### config.mk
export PLATFORM = sky130hd
export DESIGN_NAME = prof_ratio_counters
export DESIGN_NICKNAME = d
export VERILOG_FILES = /design/src/rtl/prof_pkg.sv /design/src/rtl/prof_sat_detect.sv /design/src/rtl/prof_lane_next.sv /design/src/rtl/prof_read_mux.sv /design/src/rtl/prof_ratio_counters.sv
export SDC_FILE = /design/constraint.sdc
export NUM_CORES = 1
export LEC_CHECK = 0
export CORE_MARGIN = 10
export CORE_UTILIZATION = 40
export CTS_CLUSTER_SIZE = 24
export DETAILED_ROUTE_END_ITERATION = 6
export DONT_BUFFER_PORTS = 1
export PLACE_DENSITY = 0.66
export SETUP_SLACK_MARGIN = 0.2
export SKIP_LAST_GASP = 1
export SYNTH_ARGS = -nofsm -noshare
export SYNTH_HDL_FRONTEND = slang
export SYNTH_SLANG_ARGS = --single-unit
### constraint.sdc
create_clock -name clk -period 11.9 [get_ports clk]
set_input_delay 0 -clock clk [delete_from_list [all_inputs] [get_ports clk]]
set_output_delay 0 -clock clk [all_outputs]
set_load 0.05 [all_outputs]
### src/rtl/prof_pkg.sv
package prof_pkg;
    localparam int NUM_CNT = 4;
    localparam int SEL_W   = 2;

    typedef enum logic [SEL_W-1:0] {
        SEL_TX    = 2'd0,
        SEL_RX    = 2'd1,
        SEL_BUSY  = 2'd2,
        SEL_CYCLE = 2'd3
    } prof_sel_e;
endpackage

### src/rtl/prof_sat_detect.sv
module prof_sat_detect #(
    parameter int CNT_W = 32,
    parameter int N     = 4
) (
    input  logic [N-1:0][CNT_W-1:0] cnt_q,
    input  logic [N-1:0]            inc,
    output logic                    halve
);
    localparam logic [CNT_W-1:0] FULL = '1;

    logic [N-1:0] hit;

    for (genvar i = 0; i < N; i++) begin : g_hit
        assign hit[i] = inc[i] && (cnt_q[i] == FULL);
    end

    assign halve = |hit;
endmodule

### src/rtl/prof_lane_next.sv
module prof_lane_next #(
    parameter int CNT_W = 32
) (
    input  logic [CNT_W-1:0] cur_q,
    input  logic             inc,
    input  logic             halve,
    output logic [CNT_W-1:0] step_d
);
    logic [CNT_W-1:0] base;

    always_comb begin
        base   = halve ? (cur_q >> 1) : cur_q;
        step_d = base + CNT_W'(inc);
    end
endmodule

### src/rtl/prof_read_mux.sv
module prof_read_mux
    import prof_pkg::*;
#(
    parameter int CNT_W = 32
) (
    input  logic [NUM_CNT-1:0][CNT_W-1:0] cnt_q,
    input  logic [SEL_W-1:0]              sel,
    output logic [CNT_W-1:0]              data
);
    always_comb begin
        unique case (prof_sel_e'(sel))
            SEL_TX:    data = cnt_q[0];
            SEL_RX:    data = cnt_q[1];
            SEL_BUSY:  data = cnt_q[2];
            SEL_CYCLE: data = cnt_q[3];
            default:   data = '0;
        endcase
    end
endmodule

### src/rtl/prof_ratio_counters.sv
module prof_ratio_counters
    import prof_pkg::*;
#(
    parameter int CNT_W = 32
) (
    input  logic             clk,
    input  logic             rst_n,
    input  logic             freeze,
    input  logic             clear,
    input  logic             tx_act,
    input  logic             rx_act,
    input  logic             busy_act,
    input  logic [1:0]       rd_sel,
    output logic [CNT_W-1:0] rd_data
);
    typedef struct packed {
        logic [NUM_CNT-1:0][CNT_W-1:0] cnt;
    } prof_state_t;

    prof_state_t state_d, state_q;

    logic [NUM_CNT-1:0]            inc;
    logic [NUM_CNT-1:0][CNT_W-1:0] step;
    logic                          halve;

    // Lane order: 0 transmit, 1 receive, 2 busy, 3 cycle (every enabled clock)
    assign inc = freeze ? '0 : {1'b1, busy_act, rx_act, tx_act};

    prof_sat_detect #(.CNT_W(CNT_W), .N(NUM_CNT)) u_sat (
        .cnt_q (state_q.cnt),
        .inc   (inc),
        .halve (halve)
    );

    for (genvar i = 0; i < NUM_CNT; i++) begin : g_lane
        prof_lane_next #(.CNT_W(CNT_W)) u_lane (
            .cur_q  (state_q.cnt[i]),
            .inc    (inc[i]),
            .halve  (halve),
            .step_d (step[i])
        );
    end

    always_comb begin
        state_d = state_q;
        if (clear) begin
            state_d.cnt = '0;
        end else if (!freeze) begin
            state_d.cnt = step;
        end
    end

    always_ff @(posedge clk or negedge rst_n) begin
        if (!rst_n) begin
            state_q <= '0;
        end else begin
            state_q <= state_d;
        end
    end

    prof_read_mux #(.CNT_W(CNT_W)) u_rd (
        .cnt_q (state_q.cnt),
        .sel   (rd_sel),
        .data  (rd_data)
    );
endmodule

==> summary.md <==
| Metric | Value |
|---|---|
| Highest-delay cell along the critical path | a221oi_2 |
| Total non-filler cell area in the finished layout | 12800 µm² |
| Largest registers in the final layout | state_q x128 |
| Data arrival time of the critical path | 6160 ps |
| Count of routing violations after the opening detailed-route iteration | 2227 |
| Initial core utilization | 40.7% |
| Share of layout cells above drive strength 1 | 7.81% |
| Maximum level of the CTS H-tree | 4 |
| Pin count of the biggest net entering global routing | 159 |
| Sum of buffers and inverters on the critical path | 2 |
| Element type at the critical path end | register |
| Pwr per Cell Area | 86.7 nW/µm² |
| Worst-Skew Late Latency | 440 ps |
| Biggest area contributors in the synthesized netlist | dfrtp_1 (26%), nand2_1 (7.2%), a21oi_1 (6.7%) |
| Count of final hold-check violations | 0 |
| Placeable core region | 29800 µm² |
| Count of cells resized by post-cts repair | 0 |
| Design Power | 0.00111 W |
| Total of endpoints with negative setup slack in the final report | 0 |
| Wire length of the first global-routing pass | 75000 µm |
| Post-route minimum period | 5830 ps |
| Top_reg_cell synth | dfrtp_1 |
| Normalized max-slew margin | 31.4% |
| Share of synthesized area occupied by flip-flops and latches | 26.4% |
| Die extent in x | 194 µm |
| Overall die height | 194 µm |
| Data required time of the critical path | 12230 ps |
| Kind of cell adding the most delay to the critical path | simple AND/OR/NAND/NOR gates |
| Most frequent cells after synthesis | nand2_1 (233), nor2_1 (168), a21oi_1 (163) |
| All-layer global routing usage | 24.6% |
| HPWL Detailed | 32000 µm |
| I/O pin total | 41 |
| Worst setup slack after layout | 6070 ps |
| Final number of max-transition violations | 0 |
| Bufs on Longest Clock Path | 2 |
| Power share of the clock group | 54.3% |
| Library cell used as clock root buffer | clkbuf_16 |
| Outcome | completed |
| Clock tree from TritonCTS | yes |
| Share of the synthesized area in the top cell type | 26.4% |
| Worst Skew | 17.1 ps |
| Register bit total from synthesis | 128 |
| Global route overflow | 0 |
| CP Launch Type | register |
| Number of global-route vias before repair | 12300 |
| Worst-path cell chain | nand4_1 > nor2_1 > nand4_1 > and4_2 > buf_4 > buf_4 > o21ai_0 > ha_1 > and3_1 > nor4bb_1 > nand3_1 > nor2_1 > nand2_1 > a221oi_2 > nor2b_1 > a221oi_1 > and3_1 |
| Number of synthesized flops with an enable pin | 0 |
| Antenna violations before repair | 2 |
| Warnings from Yosys | 0 |
| Worst Max-Slew Pin Slew | 1020 ps |
| Flip-flop count of the largest register, all copies and words added | 128 |
| Instance area after placement | 12000 µm² |
| Clk slew on worst S/H paths | 70 ps |
| Leak pwr | 4.40 nW |
| Worst min path class | primary input to register |
| Peak ir drop on the vdd network | 0.0988 mV |
| Post-detailed-route DRC marker count | 0 |
| Worst-case setup slack after placement | 6250 ps |
| Total internal power | 0.000829 W |
| Count of max-cap constraint violations | 0 |
| Number of port buffers | 0 |
| Count of distinct cell types in the synthesized netlist | 90 |
| Maximum achievable frequency | 0.172 GHz |
| Mapped cell area | 12100 µm² |
| Cell type with the largest total area after synthesis | dfrtp_1 |
| Average wire per cell in the routed design | 24.9 µm |
| Net Count, Synth | 1678 |
| ANT cells | 0 |
| Fraction of registers with async set/reset | 100% |
| Sequential Power Share | 39.9% |
| Tcrit/Tclk final | 49.0% |
| Ratio of routed vias to standard cells | 6.86 |
| Final Net Count | 1553 |
| Post-route antenna net violation count | 0 |
| Cell with the most instances after synthesis | nand2_1 |
| Max incr delay on CP | 590 ps |
| Minimum hold slack | 32.2 ps |
| Routability-driven placement congestion ratio | 0.982 |
| Worst Path Max Fanout | 32 |
| Cts bufs inserted | 17 |
| Average footprint of a synthesized cell | 7.31 µm² |
| Detailed Route WL | 48400 µm |
| Proportion of total power due to net switching | 25.2% |
| Count of fill cells added during filler insertion | 3044 |
| Detailed-router iteration count before antenna repair | 6 |
| Total number of vias | 13300 |
| Sink count of the clock tree | 128 |
| Setup repair after global routing missed its margin | no |
| Combinational Power Share | 5.8% |
| Layout Area Growth over Synthesis | 5.26% |
| Count of mapped cells out of synthesis | 1661 |
| Register with the most flip-flops | state_q |
| Net Switching | 0.000279 W |
| Die outline area | 37700 µm² |
| Standard-cell row count | 63 |
| Setup TNS Final | 0 ps |
| Crit Path Category | register to register |
## power by group through the flow
| stage | Sequential, W | Combinational [W] | Clock, W |
|---|---|---|---|
| CTS | 0.000442 | 0.0000646 | 0.000606 |
| global route | 0.000442 | 0.0000698 | 0.000623 |
| finish | 0.000442 | 0.0000647 | 0.000601 |
| global placement | 0.000450 | 0.0000358 | 0 |
| detailed placement | 0.000450 | 0.0000360 | 0 |
| floorplan | 0.000447 | 0.0000449 | 0 |
## metrics by stage
stage,instances,util (%)
final,1939,42.9
after global routing,1939,42.9
after CTS,1939,42.9
after detailed placement,1902,40.3
after global placement,1902,40.3
after floorplan,1661,-
## final timing paths
kind / from / to / slack, ps / depth (start not counted)
setup / recovery: state_q[41]$_DFFE_PN0P_ / state_q[121]$_DFFE_PN0P_ / 6070 / 17
hold / removal: freeze / state_q[95]$_DFFE_PN0P_ / 30 / 4
min in group asynchronous: rst_n / state_q[103]$_DFFE_PN0P_ / 220 / 2
hold reg to reg: state_q[108]$_DFFE_PN0P_ / state_q[108]$_DFFE_PN0P_ / 640 / 2
setup reg to reg: state_q[41]$_DFFE_PN0P_ / state_q[121]$_DFFE_PN0P_ / 6070 / 17
max in group asynchronous: rst_n / state_q[63]$_DFFE_PN0P_ / 11160 / 2
## cell usage in the layout (no fill, tap or decap), drive strengths merged, types with 8 or more instances in the layout
cell type / n
nand2: 234
a31oi: 32
mux2: 12
nand3: 106
a211oi: 24
o31ai: 20
and4: 9
buf: 17
a21o: 18
mux4: 32
clkbuf: 21
o21a: 10
and2: 17
ha: 8
a211o: 10
a22oi: 19
inv: 28
o22ai: 8
xnor2: 10
nand4: 54
o21ai: 107
xor2: 10
a21oi: 166
nor2: 169
nor3: 53
dfrtp: 128
or3: 22
nor4: 22
mux2i: 25
and3: 47
## worst register-to-register path, stage by stage, from the launching register on
cell      delay (ps)
dfrtp_1          570
nand4_1          230
nor2_1           510
nand4_1          280
and4_2           510
buf_4            380
buf_4            320
o21ai_0          280
ha_1             290
and3_1           260
nor4bb_1         410
nand3_1          200
nor2_1           280
nand2_1          120
a221oi_2         590
nor2b_1          210
a221oi_1          90
and3_1           210
## area by class of cell
cell class	instances	area, µm²	area share (%)
Sequential cell	128	3200	25.1
Clock buffer	21	480	3.76
Timing Repair Buffer	19	208	1.63
Inverter	27	101	0.793
Tap cell	390	488	3.82
Multi-Input combinational cell	1343	8120	63.6
Clock inverter	11	176	1.38
## routing by layer
| layer | vias up | GRT usage [%] | part of all wire (%) |
|---|---|---|---|
| li1 | 5867 | - | - |
| met1 | 6393 | 32.3 | 39 |
| met2 | 892 | 37.0 | 44 |
| met3 | 143 | 5.17 | 11 |
| met4 | 4 | 13.5 | 5.3 |
| met5 | - | 0 | 0.054 |
## timing repair
action                                  in CTS  in global routing
endpoints found under the hold margin      251                  0
hold buffers                                 5                  0
setup buffers                                0                  0
endpoints found under the setup margin       0                  0
## logic make-up after synthesis
family                   share of synthesized area, %
AND/OR/NAND/NOR                                  31.1
AO/OA/AOI/OAI                                    24.2
buffers and inverters                            6.80
flip-flops                                       26.4
multiplexers                                     9.32
XOR/XNOR                                         1.44
adder cells (fa/ha/maj)                         0.824
Note: power is estimated with default switching activity, not from simulation.
